File: src/rtl/cap_pkg.sv
package cap_pkg;
  localparam logic [1:0] ADDR_CTRL = 2'd0;
  localparam logic [1:0] ADDR_CAP  = 2'd1;
  localparam logic [1:0] ADDR_FLAG = 2'd2;
  localparam int BIT_FILT = 0;
  localparam int BIT_RISE = 1;
  localparam int BIT_RSVD = 2;
  localparam int BIT_IE   = 3;
endpackage

File: src/rtl/cap_sync.sv
module cap_sync #(
  parameter int STAGES = 2
) (
  input  logic clk,
  input  logic rst,
  input  logic din,
  output logic dout
);
  logic [STAGES-1:0] sh;
  always_ff @(posedge clk) begin
    if (rst) sh <= '0;
    else     sh <= {sh[STAGES-2:0], din};
  end
  assign dout = sh[STAGES-1];
endmodule

File: src/rtl/cap_filt.sv
module cap_filt #(
  parameter int LEN = 4
) (
  input  logic clk,
  input  logic rst,
  input  logic din,
  output logic dout
);
  localparam int HW = LEN - 1;
  logic [HW-1:0] hist;
  logic all_hi, all_lo;
  assign all_hi = din & (&hist);
  assign all_lo = ~din & ~(|hist);
  always_ff @(posedge clk) begin
    if (rst) begin
      hist <= '0;
      dout <= 1'b0;
    end else begin
      hist <= HW'({hist, din});
      if (all_hi)      dout <= 1'b1;
      else if (all_lo) dout <= 1'b0;
    end
  end
endmodule

File: src/rtl/cap_edge.sv
module cap_edge (
  input  logic clk,
  input  logic rst,
  input  logic lvl,
  output logic rise,
  output logic fall
);
  logic lvl_d;
  always_ff @(posedge clk) begin
    if (rst) lvl_d <= 1'b0;
    else     lvl_d <= lvl;
  end
  assign rise = lvl & ~lvl_d;
  assign fall = ~lvl & lvl_d;
endmodule

File: src/rtl/cap_stamp.sv
module cap_stamp
  import cap_pkg::*;
#(
  parameter int CW          = 16,
  parameter int SYNC_STAGES = 2,
  parameter int FILT_LEN    = 4
) (
  input  logic          clk,
  input  logic          rst,
  input  logic          pin_in,
  input  logic [CW-1:0] count_in,
  input  logic          top_is_cap,
  input  logic [1:0]    reg_addr,
  input  logic          reg_we,
  input  logic [CW-1:0] reg_wdata,
  output logic [CW-1:0] rd_data,
  input  logic          irq_ack,
  output logic          irq
);
  logic sync_lvl, flt_lvl, sel_lvl, rise, fall, cap_evt;
  logic filt_en_q, rise_sel_q, irq_en_q, flag_q;
  logic [CW-1:0] cap_q;
  logic wr_ctrl, wr_cap, wr_flag, clr;

  cap_sync #(.STAGES(SYNC_STAGES)) u_sync (
    .clk(clk), .rst(rst), .din(pin_in), .dout(sync_lvl));

  cap_filt #(.LEN(FILT_LEN)) u_filt (
    .clk(clk), .rst(rst), .din(sync_lvl), .dout(flt_lvl));

  assign sel_lvl = filt_en_q ? flt_lvl : sync_lvl;

  cap_edge u_edge (
    .clk(clk), .rst(rst), .lvl(sel_lvl), .rise(rise), .fall(fall));

  assign cap_evt = ~top_is_cap & (rise_sel_q ? rise : fall);
  assign wr_ctrl = reg_we && reg_addr == ADDR_CTRL;
  assign wr_cap  = reg_we && reg_addr == ADDR_CAP;
  assign wr_flag = reg_we && reg_addr == ADDR_FLAG;
  assign clr     = irq_ack | (wr_flag & reg_wdata[0]);

  always_ff @(posedge clk) begin
    if (rst) begin
      filt_en_q  <= 1'b0;
      rise_sel_q <= 1'b0;
      irq_en_q   <= 1'b0;
    end else if (wr_ctrl) begin
      filt_en_q  <= reg_wdata[BIT_FILT];
      rise_sel_q <= reg_wdata[BIT_RISE];
      irq_en_q   <= reg_wdata[BIT_IE];
    end
  end

  always_ff @(posedge clk) begin
    if (rst)         cap_q <= '0;
    else if (cap_evt) cap_q <= count_in;
    else if (wr_cap)  cap_q <= reg_wdata;
  end

  always_ff @(posedge clk) begin
    if (rst)          flag_q <= 1'b0;
    else if (cap_evt) flag_q <= 1'b1;
    else if (clr)     flag_q <= 1'b0;
  end

  assign irq = flag_q & irq_en_q;

  always_ff @(posedge clk) begin
    if (rst) rd_data <= '0;
    else begin
      rd_data <= '0;
      case (reg_addr)
        ADDR_CTRL: begin
          rd_data[BIT_FILT] <= filt_en_q;
          rd_data[BIT_RISE] <= rise_sel_q;
          rd_data[BIT_IE]   <= irq_en_q;
        end
        ADDR_CAP:  rd_data <= cap_q;
        ADDR_FLAG: rd_data[0] <= flag_q;
        default:   rd_data <= '0;
      endcase
    end
  end
endmodule

File: config.mk
export PLATFORM = sky130hd
export DESIGN_NAME = cap_stamp
export DESIGN_NICKNAME = d
export VERILOG_FILES = /design/src/rtl/cap_pkg.sv /design/src/rtl/cap_sync.sv /design/src/rtl/cap_filt.sv /design/src/rtl/cap_edge.sv /design/src/rtl/cap_stamp.sv
export SDC_FILE = /design/constraint.sdc
export NUM_CORES = 1
export LEC_CHECK = 0
export BUFFER_PORTS_ARGS = -buffer_cell sky130_fd_sc_hd__clkbuf_2
export CAP_MARGIN = 30
export CORE_MARGIN = 8
export CORE_UTILIZATION = 55
export CTS_CLUSTER_DIAMETER = 100
export DETAILED_ROUTE_END_ITERATION = 10
export PLACE_DENSITY = 0.83
export REMOVE_ABC_BUFFERS = 1
export SETUP_SLACK_MARGIN = 0.4
export SLEW_MARGIN = 20
export SYNTH_ARGS = -nofsm -noshare
export SYNTH_HDL_FRONTEND = slang
export SYNTH_SLANG_ARGS = --single-unit
File: constraint.sdc
create_clock -name clk -period 4.05 [get_ports clk]
set_input_delay 0.2025 -clock clk [delete_from_list [all_inputs] [get_ports clk]]
set_output_delay 0.2025 -clock clk [all_outputs]
set_load 0.1 [all_outputs]
==> results of run 1 <==
==> metrics by stage <==
stage / hold slack (ns) / cells / power, W
2_1_floorplan: 0.271 / 157 / 0.000503
3_3_place_gp: 0.421 / 259 / 0.000539
3_5_place_dp: 0.437 / 261 / 0.000545
4_1_cts: 0.0697 / 269 / 0.000739
5_1_grt: 0.0671 / 269 / 0.000768
6_report: 0.0703 / 269 / 0.000735
==> logic make-up after synthesis <==
logic type / count (synthesis) / share of synthesized area (%)
buffers and inverters: 18 / 4.68
AOI/OAI and AO/OA: 21 / 12.0
and+or+nand+nor: 69 / 25.2
muxes: 24 / 13.3
DFF: 43 / 44.7
==> area by class of cell <==
type | instances | area, sq um
Clock buffer | 6 | 41.3
Clock inverter | 2 | 12.5
Fill cell | 270 | 1080
Multi-Input combinational cell | 114 | 978
Sequential cell | 43 | 861
Tap cell | 46 | 57.6
Timing Repair Buffer | 58 | 307
==> per-layer routing <==
metal | track usage (%) | up-vias | wire length (microns)
li1 | - | 763 | -
met1 | 15.9 | 730 | 1750
met2 | 29.2 | 38 | 2370
met3 | 6.13 | 10 | 284
met4 | 8.53 | 0 | 80
met5 | 0 | - | 0
==> sequential cells by signal, indices dropped and copies added, names as in the netlist <==
register	count
cap_q	16
filt_en_q	1
flag_q	1
irq_en_q	1
rd_data	16
rise_sel_q	1
u_edge.lvl_d	1
u_filt.dout	1
u_filt.hist	3
u_sync.sh	2
==> report_power, final <==
group / internal [W] / switching [W]
clock network: 0.0000671 / 0.000132
registers: 0.000436 / 0.00000855
logic: 0.0000391 / 0.0000526
==> worst max-delay path by stage <==
stage / start / to / slack (ns) / cells after the start
floorplan: filt_en_q$_SDFFE_PP0P_ / cap_q[0]$_SDFFE_PP0P_ / 1.88 / 3
global placement: filt_en_q$_SDFFE_PP0P_ / cap_q[0]$_SDFFE_PP0P_ / 1.56 / 3
detailed placement: filt_en_q$_SDFFE_PP0P_ / cap_q[2]$_SDFFE_PP0P_ / 1.78 / 4
CTS: filt_en_q$_SDFFE_PP0P_ / cap_q[2]$_SDFFE_PP0P_ / 1.76 / 4
global route: filt_en_q$_SDFFE_PP0P_ / cap_q[6]$_SDFFE_PP0P_ / 1.58 / 4
finish: filt_en_q$_SDFFE_PP0P_ / cap_q[2]$_SDFFE_PP0P_ / 1.74 / 4
==> synthesized netlist by cell type, drive strengths merged <==
master | number | area, sq um
nand3b | 3 | 22.5
o21a | 1 | 7.51
o21ai | 1 | 5.00
and4b | 16 | 160
mux2i | 24 | 256
nor2b | 5 | 31.3
a21oi | 2 | 10.0
a2111oi | 16 | 201
nand2b | 1 | 6.26
nor3 | 2 | 10.0
o31ai | 1 | 7.51
nand4b | 1 | 8.76
nor4 | 16 | 100
buf | 6 | 43.8
nor2 | 6 | 22.5
clkbuf | 12 | 46.3
nor3b | 4 | 30.0
and2 | 14 | 87.6
dfxtp | 43 | 861
and3 | 1 | 6.26
==> worst max-delay path, cell delays in order, from the launching register on <==
cell	delay, ns
dfxtp_1	0.44
mux2i_4	0.76
mux2i_2	0.61
buf_6	0.24
a2111oi_0	0.10
==> reports/qor.tcl, run 1 <==
set qor(status) {completed}
set qor(ys_warn_count) 0
set qor(io_buffer_count) 56
set qor(ioPinCount) 57
set qor(post-route-util_pct) 67.6
set qor(grt_setup_unrepaired) {false}
set qor(total_length_of_routed_wires_mm) 4.49
set qor(worstReg2RegStart) {filt_en_q$_SDFFE_PP0P_}
set qor(timing.critical_path.required_ns) 4.25
set qor(die_width_microns) 75.2
set qor(routed_vias_inst) 5.73
set qor(initial_core_utilization_pct) 57.7
set qor(finalWorstPathRequiredPeriod_ns) 2.31
set qor(cts_hold_buffers) 0
set qor(min_path_cells) 2
set qor(gr-total-overflow) 0
set qor(critical_path.max_fanout) 34
set qor(cts_made_buffers) 5
set qor(postLayoutCellArea_sq_um) 2260
set qor(number_of_drc_markers_after_the_initial_detailed_route_iteration) 67
set qor(pre_cts_ws_ns) 1.78
set qor(cts_num_sinks) 43
set qor(fmax_ghz) 0.433
set qor(clk_pin_slew_worst_paths_ns) 0.12
set qor(setup.worst_path.start_class) {flip-flop}
set qor(fin_worst_skew_ns) 0.00619
set qor(syn2layout_area_growth_pct) 17.3
set qor(antenna_violating_nets_post_route) 0
set qor(fin_ws_ns) 1.74
set qor(grt.total_usage_pct) 16.3
set qor(detailedRoute.firstPassIterationCount) 4
set qor(synth_cells) 175
set qor(synth.distinct_cells) 27
set qor(routed-via-count) 1541
set qor(commonest_non_fill_non_tap_cell_in_the_layout) {clkbuf_2}
set qor(power.static_leakage_nw) 1.02
set qor(synth.ff_latch_count) 43
set qor(fraction_of_final_layout_cells_with_drive_strength_greater_than_1_pct) 34.5
set qor(most-common-layout-cells) {clkbuf_2, dfxtp_1, mux2i_1, nor4_1, and4b_1}
set qor(cts_tree) {yes}
set qor(place_area_sq_um) 2200
set qor(power.ir.vdd_worst_v) 0.000223
set qor(num_antenna_cells) 0
set qor(core_area_sq_um) 3340
set qor(worst-setup-path-type) {reg -> reg}
set qor(hpwl_mm) 3.36
set qor(worstMarginPinSlew_ns) 0.924
set qor(drc_errors) 0
set qor(rr_endpoint) {cap_q[2]$_SDFFE_PP0P_}
set qor(setup.worst_path.end_class) {flip-flop}
set qor(clockRootBuffer) {clkbuf_4}
set qor(cts-root-to-sink-buffers) 2
set qor(worst_r2r_path_depth) 4
set qor(die_h_microns) 75.2
set qor(globalplace.congestion) 0.766
set qor(grt_max_degree) 35
set qor(wire_length_of_the_first_global_routing_pass_mm) 7.02
set qor(period_share_pct) 57.0
set qor(total_number_of_h_tree_levels) 2
set qor(timing.setup.tns_ns) 0
set qor(finish.net_count) 262
set qor(grt_antenna_before_repair) 0
set qor(worst_hold_path_type) {in -> reg}
set qor(first_global_vias) 1633
set qor(setup_viol) 0
set qor(average_wire_length_per_cell_after_detail_routing_microns) 16.7
set qor(timing.final.hold_violations) 0
set qor(max_transition_margin_pct) 38.3
set qor(synth_area_per_cell_sq_um) 11.0
set qor(postCtsResizedCells) 0
set qor(max_cap_violations) 0
set qor(power.density_cell_area_nw_per_um2) 326
set qor(mappedNetlistArea_sq_um) 1920
set qor(min_delay_worst_endpoint) {u_sync.sh[0]$_SDFF_PP0_}
set qor(die_area_sq_um) 5650
set qor(cts_post_setup_buffers_inserted) 0
set qor(synth.yosys.seq_area_share_pct) 44.7
set qor(worstSkewPairLatency_ns) 0.35
set qor(rrSetupSlack_ns) 1.74
set qor(holdCritStartpoint) {pin_in}
set qor(row_count) 21
set qor(timing.final.max_slew_violations) 0
set qor(worstPathArrival_ns) 2.51
Note: power is estimated with default switching activity, not from simulation.
==> run 2, diff against run 1 <==
- ABC_AREA: unset -> 1
- CORE_UTILIZATION: 55 -> 50
- PLACE_DENSITY: 0.83 -> 0.77
- clock period: 4.05 -> 2.4 ns (I/O delays scaled with it)
==> reports/qor.tcl, run 2 <==
set qor(crit_path_top_delay_cell) {dfxtp_1}
set qor(finalWorstPathRequiredPeriod_ns) 1.50 ;# -0.814 ns
set qor(detailedRoute.firstPassIterationCount) 6 ;# +2
set qor(worst_hold_slack_ns) 0.0255 ;# -0.0448 ns
set qor(timing.final.hold_violations) 0 ;# unchanged
set qor(cells_traversed_along_the_worst_timing_path) {nand2_2, nand2_1, nand2_2, nand2_4, nand2_4, nand2_1, nand2_1, a21oi_1}
set qor(synth_cells) 253 ;# +45%
set qor(status) {completed}
set qor(setup_viol) 0 ;# unchanged
set qor(timing.critical_path.required_ns) 2.68 ;# -1.57 ns
set qor(row_count) 22 ;# +4.8%
set qor(num_antenna_cells) 0 ;# unchanged
set qor(grt.total_usage_pct) 14.6 ;# -1.7 points
set qor(clk_pin_slew_worst_paths_ns) 0.12 ;# about the same
set qor(hpwl_mm) 2.92 ;# -13%
set qor(place_area_sq_um) 2090 ;# -5.3%
set qor(antenna_violating_nets_post_route) 0 ;# unchanged
set qor(grt_setup_unrepaired) {false}
set qor(cts_post_setup_buffers_inserted) 0 ;# unchanged
set qor(power.static_leakage_nw) 1.06 ;# +4.2%
set qor(report.power.total_w) 0.00123 ;# +67%
set qor(worstPathArrival_ns) 1.77 ;# -0.74 ns
set qor(critPathTopFamily) {simple AND/OR/NAND/NOR gates}
set qor(die_h_microns) 76.1 ;# +1.3%
set qor(finish.net_count) 348 ;# +33%
set qor(ys_warn_count) 0 ;# unchanged
set qor(synth.ff_latch_count) 43 ;# unchanged
set qor(power.density_cell_area_nw_per_um2) 570 ;# +75%
set qor(initial_core_utilization_pct) 50.5 ;# -7.1 points
set qor(drc_errors) 0 ;# unchanged
set qor(synth.most_common_cell) {nand2_1}
set qor(synth_top_area_cell) {dfxtp_1}
set qor(routed_vias_inst) 4.80 ;# -16%
set qor(cts_num_sinks) 43 ;# unchanged
set qor(power.ir.vdd_worst_v) 0.000324 ;# +45%
set qor(gr-total-overflow) 0 ;# unchanged
set qor(critical_path_cell_count) 8 ;# +4
set qor(worst_r2r_path_depth) 8 ;# +4
set qor(clockRootBuffer) {clkbuf_4}
set qor(wire_length_of_the_first_global_routing_pass_mm) 6.97 ;# -0.68%
set qor(fin_worst_skew_ns) 0.00593 ;# -0.000261 ns
set qor(max_cap_violations) 0 ;# unchanged
set qor(most_used_flip_flop_cell_after_synthesis) {dfxtp_1}
set qor(mappedNetlistArea_sq_um) 1810 ;# -6.0%
set qor(synth_area_per_cell_sq_um) 7.15 ;# -35%
set qor(die_area_sq_um) 5800 ;# +2.6%
set qor(rr_endpoint) {cap_q[8]$_SDFFE_PP0P_}
set qor(setup.worst_path.start_class) {flip-flop}
set qor(number_of_drc_markers_after_the_initial_detailed_route_iteration) 67 ;# unchanged
set qor(total_length_of_routed_wires_mm) 4.15 ;# -7.5%
set qor(synth-edff-count) 0 ;# unchanged
set qor(max_transition_margin_pct) 61.7 ;# +23 points
set qor(critical_path.max_fanout) 33 ;# -2.9%
set qor(grt_max_degree) 34 ;# -2.9%
set qor(synthArstFlopShare_pct) 0 ;# unchanged
set qor(synth_top_cells_by_count) {nand2_1, inv_1, dfxtp_1}
set qor(worst_setup_path_startpoint) {u_sync.sh[1]$_SDFF_PP0_}
set qor(core_area_sq_um) 3580 ;# +7.2%
set qor(critical-path-top-cell-by-count) {nand2_1}
set qor(rrSetupSlack_ns) 0.90 ;# -0.84 ns
set qor(setup.worst_path.end_class) {flip-flop}
set qor(timing.setup.tns_ns) 0 ;# unchanged
set qor(ioPinCount) 57 ;# unchanged
set qor(synth.top_cells.by_area) {dfxtp_1, nand2_1, nand3_1, inv_1, a21oi_1}
set qor(timing.critical_path.to) {cap_q[8]$_SDFFE_PP0P_}
set qor(cts-root-to-sink-buffers) 2 ;# unchanged
set qor(die_width_microns) 76.1 ;# +1.3%
set qor(period_share_pct) 62.3 ;# +5.3 points
set qor(worstSkewPairLatency_ns) 0.35 ;# about the same
set qor(syn2layout_area_growth_pct) 19.3
set qor(worstReg2RegStart) {u_sync.sh[1]$_SDFF_PP0_}
set qor(io_buffer_count) 56 ;# unchanged
set qor(cts_tree) {yes}
set qor(worst-setup-path-type) {reg -> reg}
set qor(first_global_vias) 1609 ;# -1.5%
set qor(most-common-layout-cells) {nand2_1, clkbuf_2, inv_1, dfxtp_1, nand3_1}
set qor(post-synth-top-area-fraction_pct) 47.6 ;# +2.9 points
set qor(worst_hold_path_type) {in -> reg}
set qor(synth.distinct_cells) 24 ;# -11%
set qor(postLayoutCellArea_sq_um) 2160 ;# -4.4%
set qor(fraction_of_final_layout_cells_with_drive_strength_greater_than_1_pct) 23.0 ;# -12 points
set qor(globalplace.congestion) 0.808 ;# +5.5%
set qor(grt_antenna_before_repair) 0 ;# unchanged
set qor(crit_buf_inv) 0 ;# -1
set qor(timing.final.max_slew_violations) 0 ;# unchanged
set qor(average_wire_length_per_cell_after_detail_routing_microns) 11.6 ;# -30%
set qor(largest_registers) {cap_q x16, rd_data x16, u_filt.hist x3}
set qor(synth.yosys.seq_area_share_pct) 47.6 ;# +2.9 points
set qor(timing.critical_path.slowest_cell_delay_ns) 0.42 ;# -0.34 ns
set qor(worstMarginPinSlew_ns) 0.573 ;# -0.351 ns
set qor(total_number_of_h_tree_levels) 2 ;# unchanged
set qor(cts_made_buffers) 5 ;# unchanged
set qor(routed-via-count) 1712 ;# +11%
set qor(fmax_ghz) 0.669 ;# +54%
run 2: layout make-up:
cell class | instances | area (sq um)
flip-flops and latches | 43 | 861
clock buffers | 7 | 45.0
inverters | 48 | 180
multi-input cells | 151 | 698
well taps | 48 | 60.1
clock inverters | 1 | 5.00
fillers | 345 | 1420
repair buffers | 59 | 308
run 2: timing repair:
item	4_1_cts	5_1_grt
endpoints found under the hold margin	2	0
resized for setup	0	0
hold buffers	2	0
run 2: cells by family after synthesis:
family          after synthesis  share of synthesized area, %
simple gates                125                          30.9
buf+inv                      59                          13.8
compound gates               26                          7.75
flops                        43                          47.6
run 2: how the worst min path moves through the flow:
stage	startpoint	end	slack [ns]	cells after the start
floorplan	rst	cap_q[0]$_SDFFE_PP0P_	0.19	1
global placement	pin_in	u_sync.sh[0]$_SDFF_PP0_	0.31	3
detailed placement	pin_in	u_sync.sh[0]$_SDFF_PP0_	0.33	3
CTS	irq_ack	flag_q$_SDFFE_PP0P_	0.003	3
global route	irq_ack	flag_q$_SDFFE_PP0P_	0.03	3
finish	irq_ack	flag_q$_SDFFE_PP0P_	0.03	3
run 2: worst min-delay path, cell delays in order:
cell	delay, ns
clkbuf_2	0.07
nand3b_1	0.09
a21oi_1	0.06
run 2: per-layer routing:
| metal | vias to the layer above | routed length [microns] | GRT usage (%) |
|---|---|---|---|
| met5 | - | 0 | 0 |
| met4 | 0 | 46 | 7.31 |
| met3 | 5 | 228 | 4.95 |
| met2 | 59 | 2070 | 25.4 |
| met1 | 759 | 1800 | 15.3 |
| li1 | 889 | - | - |
run 2: power by group:
group | internal (W) | switching [W]
sequential | 0.000736 | 0.0000110
combinational | 0.0000543 | 0.0000965
clock | 0.000114 | 0.000217
total | 0.000905 | 0.000325
run 2: metrics by stage:
step                      instances  util (%)  worst slack, ns
after floorplan                 242         -             1.22
after global placement          347      58.3            0.877
after detailed placement        347      58.3            0.813
after CTS                       357      60.3            0.892
after global routing            357      60.3            0.765
final                           357      60.3            0.904
